==> src/rtl/nvstore_ctrl.sv <==
module nvstore_ctrl #(
  parameter int DATA_W      = 8,
  parameter int ADDR_W      = 4,
  parameter int WIPERS      = 2,
  parameter int PROG_CYCLES = 100
) (
  input  logic                     clk,
  input  logic                     rst_n,
  input  logic                     cmd_valid,
  input  logic [3:0]               cmd_op,
  input  logic [ADDR_W-1:0]        cmd_addr,
  input  logic [DATA_W-1:0]        cmd_data,
  input  logic                     wp_n,
  input  logic [WIPERS*DATA_W-1:0] wiper_code,
  output logic                     rst_valid,
  output logic [WIPERS*DATA_W-1:0] rst_data,
  output logic                     rd_valid,
  output logic [DATA_W-1:0]        rd_data,
  output logic                     ready,
  output logic                     read_mode
);
  localparam int DEPTH  = 1 << ADDR_W;
  localparam int CNT_W  = $clog2(PROG_CYCLES + 1);
  localparam int WSEL_W = (WIPERS > 1) ? $clog2(WIPERS) : 1;
  localparam logic [DATA_W-1:0] MID = DATA_W'(1 << (DATA_W - 1));
  localparam logic [3:0] OP_NOP = 4'd0, OP_RST_RD = 4'd1, OP_SAVE = 4'd2,
                         OP_UWR = 4'd3, OP_RST = 4'd8, OP_READ = 4'd9;

  logic [DEPTH*DATA_W-1:0] mem, mem_view;
  logic                    busy, pu_done;
  logic [CNT_W-1:0]        cnt;
  logic [ADDR_W-1:0]       pend_addr;
  logic [DATA_W-1:0]       pend_data;

  wire commit   = busy && (cnt == '0);
  wire wr_op    = cmd_valid && (cmd_op == OP_SAVE || cmd_op == OP_UWR);
  wire is_save  = cmd_valid && cmd_op == OP_SAVE && wp_n && !busy && int'(cmd_addr) < WIPERS;
  wire is_uwr   = cmd_valid && cmd_op == OP_UWR  && wp_n && !busy && int'(cmd_addr) >= WIPERS;
  wire do_rest  = cmd_valid && (cmd_op == OP_RST_RD || cmd_op == OP_RST);
  wire do_read  = cmd_valid && cmd_op == OP_READ;
  wire send_rst = do_rest || !pu_done;

  assign ready = !busy;

  always_comb begin
    mem_view = mem;
    if (commit) mem_view[pend_addr*DATA_W +: DATA_W] = pend_data;
  end

  always_ff @(posedge clk or negedge rst_n) begin
    if (!rst_n) begin
      for (int i = 0; i < DEPTH; i++)
        mem[i*DATA_W +: DATA_W] <= (i < WIPERS) ? MID : '0;
      busy      <= 1'b0;
      cnt       <= '0;
      pend_addr <= '0;
      pend_data <= '0;
    end else begin
      mem <= mem_view;
      if (is_save || is_uwr) begin
        busy      <= 1'b1;
        cnt       <= CNT_W'(PROG_CYCLES - 1);
        pend_addr <= cmd_addr;
        pend_data <= is_save ? wiper_code[cmd_addr[WSEL_W-1:0]*DATA_W +: DATA_W] : cmd_data;
      end else if (busy) begin
        if (commit) busy <= 1'b0;
        else        cnt  <= cnt - 1'b1;
      end
    end
  end

  always_ff @(posedge clk or negedge rst_n) begin
    if (!rst_n) begin
      pu_done   <= 1'b0;
      rst_valid <= 1'b0;
      rst_data  <= '0;
      rd_valid  <= 1'b0;
      rd_data   <= '0;
      read_mode <= 1'b0;
    end else begin
      pu_done   <= 1'b1;
      rst_valid <= send_rst;
      if (send_rst) rst_data <= mem_view[WIPERS*DATA_W-1:0];
      rd_valid  <= do_read;
      if (do_read) rd_data <= mem_view[cmd_addr*DATA_W +: DATA_W];
      if (cmd_valid && cmd_op == OP_RST_RD)   read_mode <= 1'b1;
      else if (cmd_valid && cmd_op == OP_NOP) read_mode <= 1'b0;
    end
  end


  busy_ignore_chk: assert property (@(posedge clk) disable iff (!rst_n)
    (busy && !commit && wr_op) |=> (!ready && $stable(pend_addr) && $stable(pend_data)));

  wp_block_chk: assert property (@(posedge clk) disable iff (!rst_n)
    (!wp_n && ready && wr_op) |=> ready);

  prog_end_chk: assert property (@(posedge clk) disable iff (!rst_n)
    commit |=> ready);

  restore_pulse_chk: assert property (@(posedge clk) disable iff (!rst_n)
    do_rest |=> rst_valid);

  nop_idle_chk: assert property (@(posedge clk) disable iff (!rst_n)
    (cmd_valid && cmd_op == OP_NOP) |=> !read_mode);

  read_pulse_chk: assert property (@(posedge clk) disable iff (!rst_n)
    do_read |=> rd_valid);
endmodule

==> config.mk <==
export PLATFORM = sky130hd
export DESIGN_NAME = nvstore_ctrl
export DESIGN_NICKNAME = d
export VERILOG_FILES = /design/src/rtl/nvstore_ctrl.sv
export SDC_FILE = /design/constraint.sdc
export NUM_CORES = 1
export LEC_CHECK = 0
export BUFFER_PORTS_ARGS = -buffer_cell sky130_fd_sc_hd__buf_2
export CORE_AREA = 2 2 136 138
export DETAILED_ROUTE_END_ITERATION = 8
export DIE_AREA = 0 0 138 140
export GPL_TIMING_DRIVEN = 0
export MAX_ROUTING_LAYER = met4
export PLACE_DENSITY = 0.69
export SYNTH_ARGS = -nofsm -noshare
export SYNTH_HDL_FRONTEND = slang
export SYNTH_SLANG_ARGS = --single-unit
export TNS_END_PERCENT = 1
==> constraint.sdc <==
create_clock -name clk -period 4.8 [get_ports clk]
set_input_delay 0.24 -clock clk [delete_from_list [all_inputs] [get_ports clk]]
set_output_delay 0.24 -clock clk [all_outputs]
set_load 0.1 [all_outputs]
# After elaboration in Yosys (flattened, before gate mapping)
# Cells that the tools add are included.
# word_totals
ff_bits,176
output_inout_bits,28
latch_bits,0
ram_bits,0
in_bits,36
romBits,0
mem_count,0
# classes
reduce_logical,23
eq_ne,6
n_shift,4
multipliers,0
order_cmp,2
muxes,11
div,0
n_bitwise,0
add_sub_neg,2
# ops
cell,count
128-bit bitwise mux,1
128-bit 2-to-1 mux,1
"8-bit by 34-bit variable shift with 128-bit output, first input constant",1
128-bit by 8-bit indexed part select with 8-bit output,1
8-bit by 34-bit indexed part select with 128-bit output,1
7-bit negation with 34-bit output,1
7-bit 2-to-1 mux,3
16-bit by 5-bit indexed part select with 8-bit output,1
1-bit logical AND,13
"4-bit by 2-bit == test with 1-bit output, second input constant",2
"4-bit == test, second input constant",2
8-bit 2-to-1 mux,1
7-bit logical NOT,1
"7-bit by 1-bit subtractor with 7-bit output, second input constant",1
1-bit 2-to-1 mux,5
"4-bit by 1-bit == test with 1-bit output, second input constant",1
"4-bit by 2-bit greater-or-equal comparator with 1-bit output, second input constant",1
4-bit logical NOT,1
"4-bit by 2-bit < comparator with 1-bit output, second input constant",1
2-bit nonzero test,2
1-bit logical OR,3
1-bit logical NOT,2
"2-bit by 1-bit inequality test with 1-bit output, second input constant",1
2-bit AND reduction,1

# Longest topological paths before layout
# Gate-level depths: netlist of the first run.
# depth
word_depth,8
mapped_depth,15
depth_no_buf,9

# Worst setup path after synthesis of the first run
# Ideal clock, no wire load.
# synth_timing
path_kind,register -> register
startpoint,register pend_addr[0]
endpoint,register rd_data[6]
arrival_time_ns,3.754
stages_incl_launch_ff,14
synth_period_minus_slack_ns,3.880
slack_ns,0.920
setup_ns,0.126
cell_sequence,dfrtp_1 clkbuf_1 clkbuf_1 clkbuf_1 nor3_1 ha_1 or3b_1 buf_2 or3_1 buf_2 or2_4 mux2_4 mux4_2 o311a_1
# synth_via
elab_chain_len,5
word_cells_on_any_way,6
cone_classes,add/sub (1); shift (3); mux (2)
# synth_rtl
item,line_no,source
"start, declared",32,logic [ADDR_W-1:0] pend_addr;
"start signal, assigned",63,pend_addr <= cmd_addr;
7-bit negation with 34-bit output *,47,if (commit) mem_view[pend_addr*DATA_W +: DATA_W] = pend_data;
8-bit by 34-bit indexed part select with 128-bit output / 8-bit by 34-bit variable shift with 128-bit output (equally long branches),47,
128-bit bitwise mux *,47,
128-bit 2-to-1 mux *,47,
named net mem_view[126],29,"logic [DEPTH*DATA_W-1:0] mem, mem_view;"
128-bit by 8-bit indexed part select with 8-bit output *,85,if (do_read) rd_data <= mem_view[cmd_addr*DATA_W +: DATA_W];
"end signal, assigned",85,
"end, declared",18,"output logic [DATA_W-1:0] rd_data,"
# Mark *: on every way through the listed nets, which the timed path passes. The rest lies on a longest branch.
# A chain may end at the register's enable or synchronous reset.

# Final worst setup path of the first run
# layout_timing
startpoint,register pend_addr[0]
endpoint,register rd_data[4]
# layout_via
elab_chain_len,5
word_cells_on_any_way,6
cone_classes,add/sub (1); shift (3); mux (2)
# layout_rtl
item,line_no
7-bit negation with 34-bit output *,47
8-bit by 34-bit indexed part select with 128-bit output / 8-bit by 34-bit variable shift with 128-bit output (equally long branches),47
128-bit bitwise mux *,47
128-bit 2-to-1 mux *,47
128-bit by 8-bit indexed part select with 8-bit output *,85
# Mark *: on every way between the ends. The rest lies on a longest branch, timed or not.

==> results of run 1 <==
## worst paths after layout
path                            depth (start not counted)         start           end  slack (ps)
worst max-delay path                                   15  pend_addr[0]    rd_data[4]         260
worst min-delay path                                    3   cmd_data[5]  pend_data[5]         110
worst max register to register                         15  pend_addr[0]    rd_data[4]         260
worst min register to register                          2       mem[18]       mem[18]         480
max in group asynchronous                               3         rst_n       mem[87]        3550
min in group asynchronous                               2         rst_n  pend_data[2]         330
## cell usage after synthesis (3+ instances only)
cell                          n
sky130_fd_sc_hd__dfrtp_1    174
sky130_fd_sc_hd__o21ai_0    123
sky130_fd_sc_hd__nand2_1     98
sky130_fd_sc_hd__inv_1       51
sky130_fd_sc_hd__nor2_1      43
sky130_fd_sc_hd__mux2_2      37
sky130_fd_sc_hd__clkbuf_1    35
sky130_fd_sc_hd__mux2i_1     31
sky130_fd_sc_hd__a21oi_1     27
sky130_fd_sc_hd__o211ai_1    25
sky130_fd_sc_hd__nand3_1     21
sky130_fd_sc_hd__nor3_1      16
sky130_fd_sc_hd__o22ai_1     16
sky130_fd_sc_hd__and3_1      11
sky130_fd_sc_hd__and2_1      10
sky130_fd_sc_hd__nand2b_1    10
sky130_fd_sc_hd__nand4_1      9
sky130_fd_sc_hd__buf_2        8
sky130_fd_sc_hd__a211oi_1     7
sky130_fd_sc_hd__o2111ai_1    7
sky130_fd_sc_hd__o21a_1       7
sky130_fd_sc_hd__o31ai_1      7
sky130_fd_sc_hd__or3_1        7
sky130_fd_sc_hd__nor4_1       6
sky130_fd_sc_hd__xnor2_1      6
sky130_fd_sc_hd__o221ai_1     5
sky130_fd_sc_hd__or2_2        5
sky130_fd_sc_hd__or4_1        4
sky130_fd_sc_hd__a211o_1      3
sky130_fd_sc_hd__a21o_1       3
sky130_fd_sc_hd__and3b_1      3
sky130_fd_sc_hd__ha_1         3
sky130_fd_sc_hd__nand4b_1     3
sky130_fd_sc_hd__nor2b_1      3
sky130_fd_sc_hd__nor3b_1      3
sky130_fd_sc_hd__nor4_4       3
sky130_fd_sc_hd__o211a_1      3
sky130_fd_sc_hd__o311ai_0     3
## kinds of logic after synthesis
family / synth area share, %
AOI/OAI and AO/OA: 18.91
xor gates and xnor gates: 0.8016
adders and majority gates: 0.4295
buffers and inverters: 4.323
DFF: 50.42
muxes: 9.004
other: 0.04290
and+or+nand+nor: 16.08
## layout make-up
class / instances / area (um2) / area share (%)
clock buffers: 17 / 425.4 / 4.244
plain buffers: 45 / 190.2 / 1.897
well taps: 229 / 286.5 / 2.858
clock inverters: 15 / 167.7 / 1.672
inverters: 51 / 191.4 / 1.910
repair buffers: 68 / 387.9 / 3.869
flip-flops and latches: 176 / 4407 / 43.96
multi-input cells: 616 / 3969 / 39.59
## metrics by stage
stage                     utilization [%]  cells
after floorplan                         -    888
after global placement              52.52   1179
after detailed placement            52.73   1180
after CTS                           56.16   1213
after global routing                56.38   1217
final                               56.38   1217
## worst max-delay path: stages, from the launching register on
cell and delay (ps):
sky130_fd_sc_hd__dfrtp_1 370, sky130_fd_sc_hd__clkbuf_2 230, sky130_fd_sc_hd__clkbuf_2 300, sky130_fd_sc_hd__clkbuf_2 330, sky130_fd_sc_hd__nor3_1 90, sky130_fd_sc_hd__ha_1 340, sky130_fd_sc_hd__or3b_1 380, sky130_fd_sc_hd__buf_2 200
sky130_fd_sc_hd__or3_1 350, sky130_fd_sc_hd__buf_2 180, sky130_fd_sc_hd__or2_4 260, sky130_fd_sc_hd__buf_2 200, sky130_fd_sc_hd__o211a_1 230, sky130_fd_sc_hd__o32ai_1 400, sky130_fd_sc_hd__nor4_1 160, sky130_fd_sc_hd__nor4_1 400
## routing by layer
metal  track usage, %  up-vias  routed length (um)
met5                -        -                   0
met4            18.15        0                2012
met3            9.504      155                3363
met2            47.60      538               13140
met1            41.94     3798               11820
li1                 -     3404                   -
## power by group through the flow
stage,Sequential (mW),Combinational [mW],Clock [mW]
after floorplan,1.73,0.0970,0
after global placement,1.55,0.392,0
after detailed placement,1.55,0.398,0
after CTS,1.52,0.400,1.41
after global routing,1.53,0.420,1.48
final,1.52,0.403,1.42
## cells in the final DEF (no fill, tap or decap), types with 4 or more instances in the layout
cell | synthesis | layout
sky130_fd_sc_hd__xnor2_1 | 6 | 6
sky130_fd_sc_hd__mux2_2 | 37 | 37
sky130_fd_sc_hd__mux2i_1 | 31 | 31
sky130_fd_sc_hd__clkbuf_16 | 0 | 17
sky130_fd_sc_hd__or3_1 | 7 | 7
sky130_fd_sc_hd__and2_1 | 10 | 10
sky130_fd_sc_hd__buf_4 | 0 | 4
sky130_fd_sc_hd__or4_1 | 4 | 4
sky130_fd_sc_hd__nor3_1 | 16 | 16
sky130_fd_sc_hd__nand4_1 | 9 | 9
sky130_fd_sc_hd__nor2_1 | 43 | 43
sky130_fd_sc_hd__inv_6 | 0 | 5
sky130_fd_sc_hd__nand2_1 | 98 | 98
sky130_fd_sc_hd__o211ai_1 | 25 | 25
sky130_fd_sc_hd__o21a_1 | 7 | 7
sky130_fd_sc_hd__inv_1 | 51 | 51
sky130_fd_sc_hd__clkbuf_1 | 35 | 32
sky130_fd_sc_hd__dfrtp_1 | 174 | 174
sky130_fd_sc_hd__o221ai_1 | 5 | 5
sky130_fd_sc_hd__a21oi_1 | 27 | 27
sky130_fd_sc_hd__o21ai_0 | 123 | 123
sky130_fd_sc_hd__a211oi_1 | 7 | 7
sky130_fd_sc_hd__and3_1 | 11 | 11
sky130_fd_sc_hd__buf_2 | 8 | 69
sky130_fd_sc_hd__o22ai_1 | 16 | 16
sky130_fd_sc_hd__nand3_1 | 21 | 21
sky130_fd_sc_hd__nor4_1 | 6 | 6
sky130_fd_sc_hd__o2111ai_1 | 7 | 7
sky130_fd_sc_hd__or2_2 | 5 | 5
sky130_fd_sc_hd__o31ai_1 | 7 | 7
sky130_fd_sc_hd__nand2b_1 | 10 | 10
## state kept, by name, summed over array words and instances, names as in the netlist
register   count
busy           1
cnt            7
mem          128
pend_addr      4
pend_data      8
pu_done        1
rd_data        8
rd_valid       1
read_mode      1
rst_data      16
rst_valid      1
## timing repair
action,CTS,global route
endpoints found under the setup margin,7,3
pin swaps,0,2
hold buffers,1,0
buffers inserted,0,4
gates resized for setup,3,4
gates cloned,0,0
endpoints found under the hold margin,69,0
==> out/results.tsv, run 1 <==
stage	metric	value	unit
status	run_status	completed	
place	post-place-ws	-435.6	ps
floorplan	row_count	49	
place	numPortBuffers	62	
power_and_ir_drop	total_leakage_power	4.892	nW
place	gp_congestion	1.056	
power_and_ir_drop	power	3.342	mW
timing	timing.final.crit_share	94.63	%
timing	timing.hold.ws	113.3	ps
synth	yosys.area.top_type_share	49.81	%
floorplan	fp.dieArea	19320	um2
floorplan	initial_core_util	49.16	%
worst_setup_path	setup.worst_path.class	register to register	
synth	netlist_top_cells_area	sky130_fd_sc_hd__dfrtp_1 (50%), sky130_fd_sc_hd__o21ai_0 (7.0%), sky130_fd_sc_hd__mux2_2 (4.8%)	
clock_tree	clock_sinks	176	
place	hpwlAfterDp	22.10	mm
global_route	remaining_global_route_overflow	0	
clock_tree	cts.root.buffer_cell	sky130_fd_sc_hd__clkbuf_16	
detailed_routing	route.antenna.remaining_nets	0	
min_path	min_path_type	input pin to register	
synth	synth_warnings	0	
clock_tree	clock_path_buffers	2	
clock_tree	cts_tree	yes	
timing	slew_headroom	25.67	%
timing	skew	6.220	ps
worst_setup_path	setup.worst_path.end_class	register	
finish	nNetsFinal	1014	
detailed_routing	route.detailed.drc	0	
floorplan	die_h	140	um
timing	rsz_0062_raised_after_global_routing	no	
synth	yosysTopAreaCell	sky130_fd_sc_hd__dfrtp_1	
global_route	grt_first_pass_wirelength	46.64	mm
synth	avgSynthCellArea	9.843	um2
global_route	global_route_usage_over_all_layers	32.96	%
run	cap_violations	0	
power_and_ir_drop	p_int	2.330	mW
worst_setup_path	crit_fanout	10	
global_route	grt_start_max_net_pins	106	
timing	achievable-frequency	220.1	MHz
synth	sequential_fraction_of_the_synthesis_area	50.42	%
place	postPlaceCellArea	9375	um2
power_and_ir_drop	power_density	333.4	nW/um2
floorplan	fp.dieW	138	um
power_and_ir_drop	share_comb_of_total_power	12.1	%
finish	growth_of_design_area_from_synthesis_to_finish	14.69	%
finish	antenna-diode-count	0	
detailed_routing	post_drt_wl_per_cell	24.92	um
floorplan	core_area	17780	um2
synth	asr_flop_ratio_synth	100.0	%
synth	yosys_register_bits	176	
worst_setup_path	cp_data_required_time	5110	ps
synth	synthCells	888	
timing	period_minus_slack	4542	ps
synth	post_synth_num_cell_types	76	
timing	tns	0	ps
timing	slew_violations	0	
detailed_routing	detail_route.wirelength	30.33	mm
clock_tree	cts.reportedPaths.clkPinSlew	70	ps
finish	post-route-cell-area	10020	um2
synth	syn-num-nets	927	
detailed_routing	detailroute.via_count	7895	
power_and_ir_drop	sequentialPowerShare	45.6	%
timing	final-setup-viol-count	0	
synth	synth_edf_count	0	
timing	transition_time_of_the_tightest_slew_check_pin	1114	ps
clock_tree	clock_insertion_delay_worst_skew	440	ps
detailed_routing	detailedRoute.firstIterationViolations	1036	
timing	report.final.hold_viol_count	0	
finish	fillers	1618	
power_and_ir_drop	pwr-share-clk	42.4	%
worst_setup_path	worstPathArrival	4860	ps
finish	layout_cell_share_with_drive_strength_beyond_1	17.11	%
synth	synthFlopType	sky130_fd_sc_hd__dfrtp_1	
power_and_ir_drop	netSwitchingFraction	30.28	%
synth	syn_area	8741	um2
timing	final.setup.worst_slack	257.6	ps
clock_tree	h-tree-depth	4	
power_and_ir_drop	maximum_ir_drop_on_the_vdd_rail	0.2788	mV
clock_tree	cts-buffers-inserted	17	
detailed_routing	avgViaCountPerCell	6.487	
detailed_routing	drt_pass1_iterations	6	
global_route	antenna_found_initial	0	
worst_setup_path	timing.critical_path.from_type	register	
power_and_ir_drop	net-switching-power	1.012	mW
floorplan	number_of_top_level_pins	64	
global_route	first_global_vias	7709	
Power figures use the tool's default switching activity.
==> run 2, diff against run 1 <==
--- a/config.mk
+++ b/config.mk
@@ -7,6 +7,7 @@
 export LEC_CHECK = 0
 export BUFFER_PORTS_ARGS = -buffer_cell sky130_fd_sc_hd__buf_2
 export CORE_AREA = 2 2 136 138
+export CTS_BUF_LIST = sky130_fd_sc_hd__clkbuf_8
 export DETAILED_ROUTE_END_ITERATION = 8
 export DIE_AREA = 0 0 138 140
 export GPL_TIMING_DRIVEN = 0
==> constraint.sdc (replaced) <==
create_clock -name clk -period 4.2 [get_ports clk]
set_input_delay 0.21 -clock clk [delete_from_list [all_inputs] [get_ports clk]]
set_output_delay 0.21 -clock clk [all_outputs]
set_load 0.1 [all_outputs]
==> run 2 against run 1 <==
Total power up 2.2%. Setup slack got worse by 230 ps. First-iteration DRC count increased by 2.4%. Die area is the same. Sequential share of layout area up 0.67 points. Routed wire length shrank 0.35%. Clock power down 15%. Sequential power grew 14%. Final area shrank 1.5%. Clock-buffer cell count is the same. Utilization is 0.83 points lower. Final cell count is essentially flat. Largest cell class unchanged.
==> out/results.tsv, run 2 (same netlist as run 1, synthesis figures left out) <==
stage	metric	value	unit	change
status	run_status	completed		
clock_tree	h-tree-depth	4		unchanged
worst_setup_path	critical-path-slowest-cell	sky130_fd_sc_hd__dfrtp_2		
timing	slew_violations	0		unchanged
worst_setup_path	cp_common_cell	sky130_fd_sc_hd__buf_2		
power_and_ir_drop	p_int	2.315	mW	-0.68%
power_and_ir_drop	power_density	345.9	nW/um2	+3.7%
timing	report.final.hold_viol_count	0		unchanged
timing	transition_time_of_the_tightest_slew_check_pin	1097	ps	-16.37 ps
floorplan	row_count	49		unchanged
clock_tree	cts.root.buffer_cell	sky130_fd_sc_hd__clkbuf_8		
floorplan	fp.dieW	138	um	unchanged
timing	final-setup-viol-count	0		unchanged
detailed_routing	detailedRoute.firstIterationViolations	1061		+2.4%
power_and_ir_drop	share_comb_of_total_power	13.5	%	+1.4 points
finish	post-route-cell-area	9877	um2	-1.5%
place	numPortBuffers	62		unchanged
floorplan	number_of_top_level_pins	64		unchanged
global_route	grt_first_pass_wirelength	46.62	mm	about the same
timing	period_minus_slack	4177	ps	-365.3 ps
worst_setup_path	cp_data_required_time	4550	ps	-560 ps
power_and_ir_drop	total_leakage_power	4.819	nW	-1.5%
finish	layout.cells.most_common	sky130_fd_sc_hd__dfrtp_1		
floorplan	initial_core_util	49.16	%	unchanged
worst_setup_path	max_stage_delay	500	ps	+100 ps
floorplan	core_area	17780	um2	unchanged
timing	skew	17.74	ps	+11.52 ps
clock_tree	cts.reportedPaths.clkPinSlew	100	ps	+30 ps
power_and_ir_drop	net-switching-power	1.101	mW	+8.8%
detailed_routing	drt_pass1_iterations	9		+3
worst_setup_path	timing.critical_path.cells	clkbuf_4 -> clkbuf_4 -> nor3_1 -> ha_1 -> or3b_1 -> buf_2 -> or3_1 -> buf_2 -> or2_4 -> buf_2 -> o211a_1 -> o32ai_2 -> nor4_1 -> nor4_1		
global_route	grt_start_max_net_pins	106		unchanged
worst_setup_path	worstPathArrival	4530	ps	-330 ps
detailed_routing	post_drt_wl_per_cell	24.81	um	-0.43%
place	dp_cells	1180		unchanged
floorplan	fp.dieArea	19320	um2	unchanged
finish	layout_cell_share_with_drive_strength_beyond_1	17.69	%	+0.59 points
timing	rsz_0062_raised_after_global_routing	yes		
place	hpwlAfterDp	22.10	mm	unchanged
worst_setup_path	setup.worst_path.class	register to register		
worst_setup_path	reg2reg_slack	20	ps	-230 ps
place	gp_congestion	1.056		unchanged
global_route	global_route_usage_over_all_layers	32.94	%	about the same
finish	final-instance-count-excl-fill	1218		+0.082%
worst_setup_path	crit_fanout	12		+2
clock_tree	clock_sinks	176		unchanged
power_and_ir_drop	maximum_ir_drop_on_the_vdd_rail	0.3088	mV	+11%
detailed_routing	route.antenna.remaining_nets	0		unchanged
timing	achievable-frequency	239.4	MHz	+8.7%
finish	antenna-diode-count	0		unchanged
finish	top_regs	mem (128), rst_data (16)		
clock_tree	clock_path_buffers	2		unchanged
clock_tree	cts-buffers-inserted	17		unchanged
place	postPlaceCellArea	9375	um2	unchanged
worst_setup_path	setup.worst_path.end_class	register		
clock_tree	clock_insertion_delay_worst_skew	480	ps	+40 ps
global_route	remaining_global_route_overflow	0		unchanged
power_and_ir_drop	netSwitchingFraction	32.24	%	+2.0 points
finish	nNetsFinal	1015		+0.099%
detailed_routing	detailroute.via_count	7831		-0.81%
power_and_ir_drop	power	3.416	mW	+2.2%
detailed_routing	route.detailed.drc	0		unchanged
global_route	first_global_vias	7679		-0.39%
power_and_ir_drop	sequentialPowerShare	51.0	%	+5.4 points
floorplan	die_h	140	um	unchanged
worst_setup_path	timing.critical_path.from_type	register		
power_and_ir_drop	pwr-share-clk	35.6	%	-6.8 points
timing	slew_headroom	26.77	%	+1.1 points
global_route	antenna_found_initial	0		unchanged
run	cap_violations	0		unchanged
finish	growth_of_design_area_from_synthesis_to_finish	13.00	%	
clock_tree	cts_tree	yes		
finish	top_library_cells_by_usage_in_the_layout_fill_and_taps_aside	sky130_fd_sc_hd__dfrtp_1 (173), sky130_fd_sc_hd__o21ai_0 (123), sky130_fd_sc_hd__nand2_1 (98)		
finish	largest_register_ffs	128		unchanged
timing	timing.final.crit_share	99.46	%	+4.8 points
detailed_routing	avgViaCountPerCell	6.429		-0.89%
min_path	min_path_type	input pin to register		
detailed_routing	detail_route.wirelength	30.22	mm	-0.35%
finish	registers.top_by_ff_count	mem		
[run 2: cell count changes in the layout (fill, tap and decap cells not counted), moves of 2 or more]
cell	previous run	this run
sky130_fd_sc_hd__clkbuf_16	17	0
sky130_fd_sc_hd__clkbuf_8	0	17
sky130_fd_sc_hd__buf_4	4	6
sky130_fd_sc_hd__clkbuf_2	3	1
sky130_fd_sc_hd__clkbuf_4	0	2
[run 2: worst paths after layout]
path / startpoint / endpoint / cells after the start
setup / recovery: pend_addr[0] / rd_data[4] / 14
hold / removal: cmd_data[5] / pend_data[5] / 3
setup reg to reg: pend_addr[0] / rd_data[4] / 14
hold reg to reg: mem[100] / mem[100] / 2
max in group asynchronous: rst_n / mem[63] / 3
min in group asynchronous: rst_n / pend_data[2] / 2
[run 2: worst max-delay path: cells and delay by family (launching register included)]
family | cells | cell delay [ps]
adder cells (fa/ha/maj) | 1 | 320
flip-flops | 1 | 500
AO/OA/AOI/OAI | 2 | 560
AND/OR/NAND/NOR | 6 | 1630
buffers and inverters | 5 | 1030
[run 2: repair_timing]
item / in CTS / in global routing
hold buffers: 1 / 0
endpoints found under the hold margin: 69 / 0
gates resized for setup: 7 / 7
pin swaps: 2 / 3
setup endpoints to repair: 27 / 6
setup buffers: 3 / 3
[run 2: layer usage]
metal	routed length [um]	up-vias	track usage [%]
li1	-	3405	-
met1	11930	3768	42.54
met2	12940	505	46.80
met3	3279	153	8.581
met4	2080	0	19.71
met5	0	-	-
[run 2: cell type report]
| class | instances | area [um2] |
|---|---|---|
| clock buffer | 17 | 234.0 |
| timing repair buffer | 70 | 402.9 |
| buffer | 44 | 191.4 |
| sequential | 176 | 4408 |
| inverter | 51 | 191.4 |
| multi-input combinational | 616 | 3995 |
| tap | 229 | 286.5 |
| clock inverter | 15 | 167.7 |
| fill | 1641 | 7903 |
[run 2: per-stage QoR]
stage          TNS, ps  hold WS (ps)  worst slack, ps  utilization [%]
6_report             0         49.17            22.89            55.55
5_1_grt         -316.2         36.91           -100.8            55.55
4_1_cts              0         37.81            13.26            55.24
3_5_place_dp     -6930         201.0            -1036            52.73
3_3_place_gp     -6184         448.8           -986.0            52.52
2_1_floorplan        0        -85.59            320.2                -
[run 2: power by group through the flow]
stage	combinational, mW	sequential, mW	clock (mW)
after floorplan	0.111	1.97	0
after global placement	0.448	1.77	0
after detailed placement	0.454	1.77	0
after CTS	0.457	1.74	1.22
after global routing	0.481	1.74	1.29
final	0.461	1.74	1.21
==> run 3, diff against run 2 <==
--- a/config.mk
+++ b/config.mk
@@ -12,7 +12,7 @@
 export DIE_AREA = 0 0 138 140
 export GPL_TIMING_DRIVEN = 0
 export MAX_ROUTING_LAYER = met4
-export PLACE_DENSITY = 0.69
+export PLACE_DENSITY = 0.67
 export SYNTH_ARGS = -nofsm -noshare
 export SYNTH_HDL_FRONTEND = slang
 export SYNTH_SLANG_ARGS = --single-unit
==> run 3 against run 2 <==
Routed wire length up 2.3%. Critical path type unchanged. Final cell count up 0.16%. Combinational power about the same. Register-to-register slack better by 40 ps.
==> out/results.tsv, run 3 (same netlist as run 1, synthesis figures left out) <==
stage	metric	value	unit	change
global_route	grt.met2_usage	48.78	%	+2.0 points
floorplan	die_h	140	um	unchanged
detailed_routing	detailedRoute.firstIterationViolations	930		-12%
global_route	grt_start_max_net_pins	119		+12%
timing	final-setup-viol-count	0		unchanged
floorplan	fp.dieArea	19320	um2	unchanged
clock_tree	cts-buffers-inserted	17		unchanged
worst_setup_path	r2r_start	pend_addr[0]		
timing	skew	13.29	ps	-4.456 ps
worst_setup_path	worstRegToRegCells	13		-1
worst_setup_path	reg2reg_slack	60	ps	+40 ps
global_route	grt_use_met3	6.974	%	-1.6 points
timing	rsz_0062_raised_after_global_routing	yes		
clock_tree	clock_insertion_delay_worst_skew	480	ps	about the same
worst_setup_path	crit_path_end	rd_data[4]		
timing	timing.final.crit_share	98.51	%	-0.95 points
floorplan	number_of_top_level_pins	64		unchanged
worst_setup_path	crit_fanout	10		-2
power_and_ir_drop	maximum_ir_drop_on_the_vdd_rail	0.2177	mV	-30%
worst_setup_path	crit_path_start	pend_addr[0]		
global_route	antenna_found_initial	0		unchanged
place	numPortBuffers	62		unchanged
timing	period_minus_slack	4137	ps	-39.84 ps
clock_tree	cts_tree	yes		
worst_setup_path	worstPathArrival	4490	ps	-40 ps
global_route	top_usage_layer	met2		
floorplan	initial_core_util	49.16	%	unchanged
finish	layout.cells.most_common	sky130_fd_sc_hd__dfrtp_1		
global_route	remaining_global_route_overflow	0		unchanged
finish	post-route-cell-area	9947	um2	+0.71%
finish	nNetsFinal	1016		+0.099%
clock_tree	clock_sinks	176		unchanged
detailed_routing	drt_pass1_iterations	8		-1
clock_tree	h-tree-depth	4		unchanged
place	postPlaceCellArea	9375	um2	unchanged
place	hpwlAfterDp	22.62	mm	+2.4%
global_route	global_route_usage_over_all_layers	33.46	%	+0.52 points
detailed_routing	detailroute.via_count	7815		-0.20%
worst_setup_path	r2r_end	rd_data[4]		
finish	layout_cell_share_with_drive_strength_beyond_1	18.59	%	+0.89 points
timing	achievable-frequency	241.7	MHz	+0.96%
status	run_status	completed		
worst_setup_path	setup.worst_path.class	register to register		
finish	top_library_cells_by_usage_in_the_layout_fill_and_taps_aside	sky130_fd_sc_hd__dfrtp_1 (174), sky130_fd_sc_hd__o21ai_0 (121), sky130_fd_sc_hd__nand2_1 (98)		
global_route	gr-usage-met1	45.09	%	+2.6 points
power_and_ir_drop	power_density	344.8	nW/um2	-0.30%
floorplan	fp.dieW	138	um	unchanged
clock_tree	clock_path_buffers	2		unchanged
power_and_ir_drop	total_leakage_power	4.831	nW	+0.26%
timing	report.final.hold_viol_count	0		unchanged
floorplan	row_count	49		unchanged
global_route	first_global_vias	7499		-2.3%
global_route	grt_first_pass_wirelength	46.78	mm	+0.34%
power_and_ir_drop	power	3.430	mW	+0.41%
detailed_routing	detail_route.wirelength	30.91	mm	+2.3%
worst_setup_path	cp_data_required_time	4550	ps	about the same
finish	largest_register_ffs	128		unchanged
detailed_routing	post_drt_wl_per_cell	25.34	um	+2.1%
floorplan	core_area	17780	um2	unchanged
place	gp_congestion	1.027		-2.7%
run	cap_violations	0		unchanged
detailed_routing	route.detailed.drc	0		unchanged
timing	slew_violations	0		unchanged
finish	growth_of_design_area_from_synthesis_to_finish	13.80	%	
detailed_routing	route.antenna.remaining_nets	0		unchanged
min_path	min_path_type	input pin to register		
clock_tree	cts.root.buffer_cell	sky130_fd_sc_hd__clkbuf_8		
clock_tree	cts.reportedPaths.clkPinSlew	110	ps	about the same
worst_setup_path	timing.critical_path.from_type	register		
finish	registers.top_by_ff_count	mem		
timing	slew_headroom	18.64	%	-8.1 points
worst_setup_path	setup.worst_path.end_class	register		
detailed_routing	avgViaCountPerCell	6.406		-0.37%
finish	top_regs	mem (128), rst_data (16)		
timing	transition_time_of_the_tightest_slew_check_pin	1219	ps	+121.8 ps
## run 3: cell types whose count changed in the layout (fill, tap and decap cells not counted), sizes merged
cell / before / now
inv: 59 / 58
buf: 79 / 80
bufinv: 1 / 0
clkinv: 6 / 8
diode: 0 / 1
## run 3: layout make-up
type,instances,area (um2)
Clock inverter,15,183.9
Inverter,51,191.4
Antenna cell,1,2.502
Tap cell,229,286.5
Multi-Input combinational cell,616,4040
Fill cell,1620,7833
Timing Repair Buffer,70,402.9
Clock buffer,17,234.0
Buffer,45,198.9
Sequential cell,176,4407
## run 3: where the power goes
group | internal (mW) | leakage [nW] | total (mW) | switching, mW
clock | 0.459 | 0.208 | 1.23 | 0.770
sequential | 1.72 | 2.40 | 1.74 | 0.0188
combinational | 0.0938 | 2.22 | 0.460 | 0.367
total | 2.27 | 4.83 | 3.43 | 1.16
## run 3: metal layers
metal / up-vias / part of all wire (%)
li1: 3401 / -
met1: 3822 / 41
met2: 485 / 44
met3: 107 / 10
met4: 0 / 5.2
met5: - / 0
## run 3: worst min-delay path by stage
stage / from / endpoint / slack, ps / cells past startpoint
floorplan: rst_n / busy / -90 / 0
global route: cmd_op[0] / read_mode / 40 / 2
CTS: cmd_data[4] / pend_data[4] / 10 / 3
global placement: mem[100] / mem[100] / 450 / 2
finish: cmd_data[4] / pend_data[4] / 30 / 3
detailed placement: rst_n / mem[124] / 180 / 1
## run 3: critical path, stage by stage (launching register included)
cell,delay [ps]
sky130_fd_sc_hd__dfrtp_1,410
sky130_fd_sc_hd__clkbuf_4,190
sky130_fd_sc_hd__clkbuf_4,210
sky130_fd_sc_hd__buf_4,200
sky130_fd_sc_hd__nor3_1,150
sky130_fd_sc_hd__ha_1,320
sky130_fd_sc_hd__nor3b_4,360
sky130_fd_sc_hd__nand4_1,250
sky130_fd_sc_hd__or2_2,340
sky130_fd_sc_hd__clkbuf_1,260
sky130_fd_sc_hd__mux2i_1,490
sky130_fd_sc_hd__o221ai_1,200
sky130_fd_sc_hd__nor4_2,470
sky130_fd_sc_hd__nor4_1,130
## run 3: repair_timing
action / in CTS / in global routing
cloned: 0 / 0
hold buffers: 1 / 0
setup buffers: 4 / 2
endpoints found under the setup margin: 23 / 8
hold endpoints to repair: 58 / 0
pin swaps: 2 / 3
gates resized for setup: 10 / 18
## run 3: metrics by stage
| step | hold slack (ps) | util, % | worst slack [ps] | TNS [ps] | instances |
|---|---|---|---|---|---|
| finish | 29.74 | 55.95 | 62.73 | 0 | 1220 |
| global route | 36.75 | 55.93 | -61.05 | -96.09 | 1219 |
| CTS | 13.99 | 55.49 | 5.570 | 0 | 1217 |
| detailed placement | 176.3 | 52.73 | -981.4 | -7482 | 1180 |
| global placement | 446.5 | 52.52 | -1018 | -10250 | 1179 |
| floorplan | -85.59 | - | 320.2 | 0 | 888 |
